File: config.mk
export PLATFORM = sky130hd
export DESIGN_NAME = bert_rx_monitor
export DESIGN_NICKNAME = d
export VERILOG_FILES = /design/src/rtl/bertmon_pkg.sv /design/src/rtl/bertmon_ref.sv /design/src/rtl/bertmon_align.sv /design/src/rtl/bertmon_satcnt.sv /design/src/rtl/bertmon_stats.sv /design/src/rtl/bert_rx_monitor.sv
export SDC_FILE = /design/constraint.sdc
export NUM_CORES = 1
export LEC_CHECK = 0
export ABC_AREA = 1
export BUFFER_PORTS_ARGS = -buffer_cell sky130_fd_sc_hd__buf_4
export CAP_MARGIN = 20
export CORE_MARGIN = 10
export CORE_UTILIZATION = 47
export DETAILED_ROUTE_END_ITERATION = 12
export PLACE_DENSITY = 0.68
export REMOVE_ABC_BUFFERS = 1
export SLEW_MARGIN = 10
export SYNTH_ARGS = -nofsm -noshare
export SYNTH_HDL_FRONTEND = slang
export SYNTH_SLANG_ARGS = --single-unit
File: constraint.sdc
create_clock -name clk -period 2.6 [get_ports clk]
set_input_delay 0.52 -clock clk [delete_from_list [all_inputs] [get_ports clk]]
set_output_delay 0.52 -clock clk [all_outputs]
set_load 0.01 [all_outputs]
File: src/rtl/bertmon_pkg.sv
package bertmon_pkg;

    typedef enum logic [1:0] {
        ST_SEED = 2'd0,
        ST_HUNT = 2'd1,
        ST_LOCK = 2'd2
    } mon_state_t;

    localparam int PRBS_LEN    = 7;
    localparam int PRBS_TAP_HI = 6;
    localparam int PRBS_TAP_LO = 5;

    typedef logic [PRBS_LEN-1:0] prbs_state_t;

    typedef struct packed {
        logic counted;
        logic bit_err;
    } cmp_evt_t;

    localparam int STAT_NUM = 4;
    localparam int STAT_BITS   = 0;
    localparam int STAT_ERRS   = 1;
    localparam int STAT_SECS   = 2;
    localparam int STAT_ERRSEC = 3;

    function automatic logic prbs_predict(prbs_state_t s);
        return s[PRBS_TAP_HI] ^ s[PRBS_TAP_LO];
    endfunction

    function automatic mon_state_t acq_entry(logic prbs_mode);
        return prbs_mode ? ST_SEED : ST_HUNT;
    endfunction

endpackage

File: src/rtl/bertmon_ref.sv
module bertmon_ref
    import bertmon_pkg::*;
#(
    parameter int WORD_W = 16
) (
    input  logic              clk,
    input  logic              rst,
    input  logic              mode,
    input  logic [WORD_W-1:0] fixed_word,
    input  logic              valid,
    input  logic              rx_bit,
    input  logic              mismatch,
    input  mon_state_t        state,
    output logic              ref_bit
);
    localparam int PTR_W = (WORD_W > 1) ? $clog2(WORD_W) : 1;
    localparam logic [PTR_W-1:0] PTR_LAST = PTR_W'(WORD_W - 1);

    prbs_state_t      prbs_q;
    logic [PTR_W-1:0] ptr_q;
    logic [PTR_W-1:0] idx;
    logic             prbs_ref;
    logic             word_ref;

    assign prbs_ref = prbs_predict(prbs_q);
    assign idx      = PTR_LAST - ptr_q;
    assign word_ref = fixed_word[idx];
    assign ref_bit  = mode ? prbs_ref : word_ref;

    // Sequence register: loads received bits while seeding, free-runs otherwise.
    always_ff @(posedge clk) begin
        if (rst) begin
            prbs_q <= '0;
        end else if (valid) begin
            if (state == ST_SEED)
                prbs_q <= {prbs_q[PRBS_LEN-2:0], rx_bit};
            else
                prbs_q <= {prbs_q[PRBS_LEN-2:0], prbs_ref};
        end
    end

    // Word position: slips (holds) on a hunting mismatch, else advances.
    always_ff @(posedge clk) begin
        if (rst) begin
            ptr_q <= '0;
        end else if (valid && (state == ST_LOCK || !mismatch)) begin
            ptr_q <= (ptr_q == PTR_LAST) ? '0 : ptr_q + 1'b1;
        end
    end

endmodule

File: src/rtl/bertmon_align.sv
module bertmon_align
    import bertmon_pkg::*;
#(
    parameter int LOCK_RUN = 16,
    parameter int WIN_LEN  = 64,
    parameter int LOSS_LIM = 8
) (
    input  logic       clk,
    input  logic       rst,
    input  logic       mode,
    input  logic       valid,
    input  logic       mismatch,
    output mon_state_t state,
    output cmp_evt_t   evt
);
    localparam int RUN_W  = $clog2(LOCK_RUN + 1);
    localparam int WIN_W  = (WIN_LEN > 1) ? $clog2(WIN_LEN) : 1;
    localparam int LIM_W  = $clog2(LOSS_LIM + 1);
    localparam int SEED_W = $clog2(PRBS_LEN + 1);
    localparam logic [RUN_W-1:0]  RUN_LAST  = RUN_W'(LOCK_RUN - 1);
    localparam logic [WIN_W-1:0]  WIN_LAST  = WIN_W'(WIN_LEN - 1);
    localparam logic [LIM_W-1:0]  LIM_VAL   = LIM_W'(LOSS_LIM);
    localparam logic [SEED_W-1:0] SEED_LAST = SEED_W'(PRBS_LEN - 1);

    mon_state_t        state_q;
    logic              mode_q;
    logic [SEED_W-1:0] seed_cnt;
    logic [RUN_W-1:0]  run_cnt;
    logic [WIN_W-1:0]  win_pos;
    logic [LIM_W-1:0]  win_err;
    logic              mode_chg;

    assign mode_chg = (mode != mode_q);
    assign state    = state_q;

    always_comb begin
        evt.counted = valid && (state_q == ST_LOCK) && !mode_chg;
        evt.bit_err = evt.counted && mismatch;
    end

    always_ff @(posedge clk) begin
        if (rst) begin
            state_q  <= acq_entry(mode);
            mode_q   <= mode;
            seed_cnt <= '0;
            run_cnt  <= '0;
            win_pos  <= '0;
            win_err  <= '0;
        end else if (mode_chg) begin
            state_q  <= acq_entry(mode);
            mode_q   <= mode;
            seed_cnt <= '0;
            run_cnt  <= '0;
        end else if (valid) begin
            unique case (state_q)
                ST_SEED: begin
                    if (seed_cnt == SEED_LAST) begin
                        state_q <= ST_HUNT;
                        run_cnt <= '0;
                    end else begin
                        seed_cnt <= seed_cnt + 1'b1;
                    end
                end
                ST_HUNT: begin
                    if (mismatch) begin
                        run_cnt <= '0;
                        if (mode) begin
                            state_q  <= ST_SEED;
                            seed_cnt <= '0;
                        end
                    end else if (run_cnt == RUN_LAST) begin
                        state_q <= ST_LOCK;
                        win_pos <= '0;
                        win_err <= '0;
                    end else begin
                        run_cnt <= run_cnt + 1'b1;
                    end
                end
                ST_LOCK: begin
                    if (mismatch && win_err == LIM_VAL) begin
                        state_q  <= acq_entry(mode);
                        seed_cnt <= '0;
                        run_cnt  <= '0;
                    end else if (win_pos == WIN_LAST) begin
                        win_pos <= '0;
                        win_err <= '0;
                    end else begin
                        win_pos <= win_pos + 1'b1;
                        win_err <= win_err + LIM_W'(mismatch);
                    end
                end
                default: state_q <= acq_entry(mode);
            endcase
        end
    end

endmodule

File: src/rtl/bertmon_satcnt.sv
module bertmon_satcnt #(
    parameter int CNT_W = 32
) (
    input  logic             clk,
    input  logic             rst,
    input  logic             clr,
    input  logic             inc,
    output logic [CNT_W-1:0] count
);
    always_ff @(posedge clk) begin
        if (rst || clr)
            count <= '0;
        else if (inc && count != '1)
            count <= count + 1'b1;
    end
endmodule

File: src/rtl/bertmon_stats.sv
module bertmon_stats
    import bertmon_pkg::*;
#(
    parameter int CNT_W = 32
) (
    input  logic             clk,
    input  logic             rst,
    input  logic             clr,
    input  cmp_evt_t         evt,
    input  logic             locked,
    input  logic             tick,
    output logic [CNT_W-1:0] bits,
    output logic [CNT_W-1:0] errs,
    output logic [CNT_W-1:0] secs,
    output logic [CNT_W-1:0] errsecs
);
    logic                errsec_flag;
    logic [STAT_NUM-1:0] inc;
    logic [CNT_W-1:0]    cnt [STAT_NUM];

    always_comb begin
        inc              = '0;
        inc[STAT_BITS]   = evt.counted;
        inc[STAT_ERRS]   = evt.bit_err;
        inc[STAT_SECS]   = tick && locked;
        inc[STAT_ERRSEC] = tick && locked && (errsec_flag || evt.bit_err);
    end

    always_ff @(posedge clk) begin
        if (rst || clr || tick)
            errsec_flag <= 1'b0;
        else if (evt.bit_err)
            errsec_flag <= 1'b1;
    end

    for (genvar g = 0; g < STAT_NUM; g++) begin : g_cnt
        bertmon_satcnt #(.CNT_W(CNT_W)) u_cnt (
            .clk   (clk),
            .rst   (rst),
            .clr   (clr),
            .inc   (inc[g]),
            .count (cnt[g])
        );
    end

    assign bits    = cnt[STAT_BITS];
    assign errs    = cnt[STAT_ERRS];
    assign secs    = cnt[STAT_SECS];
    assign errsecs = cnt[STAT_ERRSEC];

endmodule

File: src/rtl/bert_rx_monitor.sv
module bert_rx_monitor
    import bertmon_pkg::*;
#(
    parameter int WORD_W   = 16,
    parameter int LOCK_RUN = 16,
    parameter int WIN_LEN  = 64,
    parameter int LOSS_LIM = 8,
    parameter int CNT_W    = 32
) (
    input  logic              clk,
    input  logic              rst,
    input  logic              clr,
    input  logic              rx_bit,
    input  logic              rx_valid,
    input  logic              mode,
    input  logic [WORD_W-1:0] fixed_word,
    input  logic              sec_tick,
    output logic              in_sync,
    output logic [CNT_W-1:0]  err_count,
    output logic [CNT_W-1:0]  bit_count,
    output logic [CNT_W-1:0]  errsec_count,
    output logic [CNT_W-1:0]  sec_count
);
    mon_state_t state;
    cmp_evt_t   evt;
    logic       ref_bit;
    logic       mismatch;

    assign mismatch = rx_bit ^ ref_bit;
    assign in_sync  = (state == ST_LOCK);

    bertmon_ref #(.WORD_W(WORD_W)) u_ref (
        .clk        (clk),
        .rst        (rst),
        .mode       (mode),
        .fixed_word (fixed_word),
        .valid      (rx_valid),
        .rx_bit     (rx_bit),
        .mismatch   (mismatch),
        .state      (state),
        .ref_bit    (ref_bit)
    );

    bertmon_align #(
        .LOCK_RUN (LOCK_RUN),
        .WIN_LEN  (WIN_LEN),
        .LOSS_LIM (LOSS_LIM)
    ) u_align (
        .clk      (clk),
        .rst      (rst),
        .mode     (mode),
        .valid    (rx_valid),
        .mismatch (mismatch),
        .state    (state),
        .evt      (evt)
    );

    bertmon_stats #(.CNT_W(CNT_W)) u_stats (
        .clk     (clk),
        .rst     (rst),
        .clr     (clr),
        .evt     (evt),
        .locked  (in_sync),
        .tick    (sec_tick),
        .bits    (bit_count),
        .errs    (err_count),
        .secs    (sec_count),
        .errsecs (errsec_count)
    );

endmodule

==> out/summary.txt <==
Cell Rows: 52
most area-consuming cells after synthesis: dfxtp_1 32%, nand2_1 14%, nor2_1 6.1%
port buffer count: 151
status: finished clean
effective utilization at floorplan: 48.0%
share of cells above drive strength 1: 19.6%
Post-Syn Area: 9750 um2
overall routed net length: 28.2 mm
count of state elements after synthesis: 161
Leak: 0.00440 uW
Chip Height: 164 um
Least-Margin Pin Slew: 0.531 ns
Clk pwr share: 42.5%
FMAX: 425 MHz
via count: 9,759
Setup Viol. Count Final: 0
CTS Buffer Depth: 2
FILL cells: 2,057
IO Pins: 152
crit-path max FO: 7
TritonRoute pass-1 iters: 6
die width: 164 um
Clock Pin Slew Worst Setup and Hold Paths: 0.06 ns
r2r worst-path depth: 11
CTS HTree Levels: 4
post-synth top area share: 32.5%
Total Neg Setup Slack: 0 ns
Tot Pwr: 5170 uW
Gate power share: 8.4%
Cell Int Power: 3870 uW
Routed Antenna Nets: 0
met1 Use GR: 26.1%
Psw: 1300 uW
Setup CP Type: reg2reg
sw frac: 25.1%
Vias/cell: 5.26
Unique masters post-synth: 47
grt ovf: 0
drt wl/cell: 15.2 um
Synth area leader: dfxtp_1
Flop pwr share: 49.1%
number of buffers created by CTS: 17
Layout Skew: 0.00939 ns
Pwr Density: 442 nW/um2
GRT met2 Usage: 34.4%
sequential area share after synthesis: 33.4%
routing usage on met3: 5.53%
Worst Hold Depth: 2
Clk Latency, worst-skew pair: 0.43 ns
Synth Area per Inst: 6.85 um2
Tot GR Track Use: 20.7%
die area: 26,900 um2
CTS tree: done
Clk Tree Root Cell: clkbuf_16
GRT Max-Usage Layer: met2
vias in the first global route: 9,392
DR iter-0 viols: 707
worst hold path type: in2reg
RSZ-0062 raised after global routing: false
peak supply drop: 421 uV
drc violations: 0
Ant. Diodes: 0
CTS Hold Bufs: 0
min cycle time layout: 2.35 ns
Synth-to-Final Area Change: 19.9%
slew margin rel.: 64.3%
Worst Path Arrival: 2.67 ns
TritonCTS Sinks: 161
Final Slew Violations: 0
hpwl dp: 21.3 mm
initial antenna violation count: 0
WP data required: 2.92 ns
utilization after layout: 57.6%
final hold vios: 0
setup repair bufs after CTS: 0
max-cap check violation count: 0
Tcrit/Tclk final: 90.6%
Core ar.: 20,300 um2
gpl congestion: 0.915
Mapped Cells: 1,422
global-route wire length before repair: 46.3 mm
pin count of the biggest net entering global routing: 47
yosys warns: 0
nets@finish: 1,615
Crit. End Element: flip-flop
CP Launch Type: flip-flop
-- final timing paths --
kind | startpoint | end | slack [ns]
min | sec_tick | u_stats.errsec_flag | 0.29
min reg2reg | u_align.win_err[3] | u_align.win_err[3] | 0.48
max | u_align.state[0] | u_stats.g_cnt[0].u_cnt.count[28] | 0.25
max reg2reg | u_align.state[0] | u_stats.g_cnt[0].u_cnt.count[28] | 0.25
-- cells in the mapped netlist, drive strengths merged --
cell,count
nand4,46
clkinv,1
a21oi,126
nor3b,6
a31oi,5
nand3b,3
or2,4
xnor2,25
nand2,396
o21ai,37
a211oi,2
and3,2
nor4,34
buf,23
nor2,164
o21a,4
nand3,82
dfxtp,158
edfxtp,3
clkbuf,19
inv,133
ha,16
a311oi,1
xor2,63
o21bai,1
nor3,67
nor4b,1
-- cell type report --
| class | count | area, um2 | share of cell area (%) |
|---|---|---|---|
| Clock buffer | 21 | 450 | 3.85 |
| Clock inverter | 7 | 41.3 | 0.353 |
| Inverter | 134 | 509 | 4.36 |
| Multi-Input combinational cell | 1085 | 5740 | 49.1 |
| Sequential cell | 161 | 3260 | 27.9 |
| Tap cell | 270 | 338 | 2.89 |
| Timing Repair Buffer | 177 | 1350 | 11.6 |
-- cells in the final DEF (no fill, tap or decap), types with 16 or more instances in the layout --
cell type  instances
a21oi_1           95
a21oi_2           30
buf_4            175
clkbuf_16         17
dfxtp_1          156
ha_1              16
inv_1            123
nand2_1          354
nand2_2           38
nand3_1           79
nand4_1           42
nor2_1           157
nor3_1            64
nor4_1            32
o21ai_0           33
xnor2_1           25
xor2_1            63
-- state kept, by name, summed over array words and instances (netlist names) --
register and flops:
u_ref.prbs_q 7, u_align.mode_q 1, u_ref.ptr_q 4, u_align.win_pos 6
u_align.run_cnt 5, u_stats.errsec_flag 1, u_align.win_err 4, u_align.state 2
u_align.seed_cnt 3, u_stats.g_cnt.u_cnt.count 128
-- metrics by stage --
| step | area (um2) | instances | hold slack [ns] | setup WS, ns |
|---|---|---|---|---|
| 3_3_place_gp | 11200 | 1827 | 0.451 | 0.213 |
| 5_1_grt | 11700 | 1855 | 0.273 | 0.00581 |
| 6_report | 11700 | 1855 | 0.290 | 0.245 |
| 3_5_place_dp | 11200 | 1827 | 0.460 | 0.116 |
| 4_1_cts | 11700 | 1855 | 0.271 | 0.112 |
| 2_1_floorplan | 9480 | 1380 | 0.435 | -0.974 |
-- routing by layer --
metal	up-vias	share of wire (%)
li1	4987	-
met3	34	6.4
met1	4489	45
met5	-	0
met4	0	1.5
met2	249	47
-- cell families after synthesis --
logic type	count (synthesis)	share of synthesized area, %
AOI/OAI and AO/OA	176	10.5
xor gates and xnor gates	88	7.91
adders and majority gates	16	2.05
buffers and inverters	176	7.96
DFF	161	33.4
and+or+nand+nor	805	38.2
-- power by group through the flow --
stage / registers (uW) / logic [uW] / clock network, uW
2_1_floorplan: 2590 / 272 / 0
3_5_place_dp: 2590 / 428 / 0
6_report: 2540 / 434 / 2200
3_3_place_gp: 2590 / 424 / 0
4_1_cts: 2540 / 430 / 2250
5_1_grt: 2540 / 486 / 2370
-- worst max-delay path, cell delays in order, from the launching register on --
cell and delay [ns]:
edfxtp_1 0.43, inv_1 0.13, ha_1 0.21, inv_1 0.08, nor3_2 0.22, inv_1 0.17, a21oi_4 0.23, nand3_1 0.23
nor2_1 0.20, nand3_1 0.10, o21ai_0 0.18, nor2_1 0.06
-- timing repair --
| action | 4_1_cts | 5_1_grt |
|---|---|---|
| setup endpoints to repair | 0 | 3 |
| gates resized for setup | 0 | 5 |
| endpoints found under the hold margin | 0 | 0 |
Note: power is estimated with default switching activity, not from simulation.
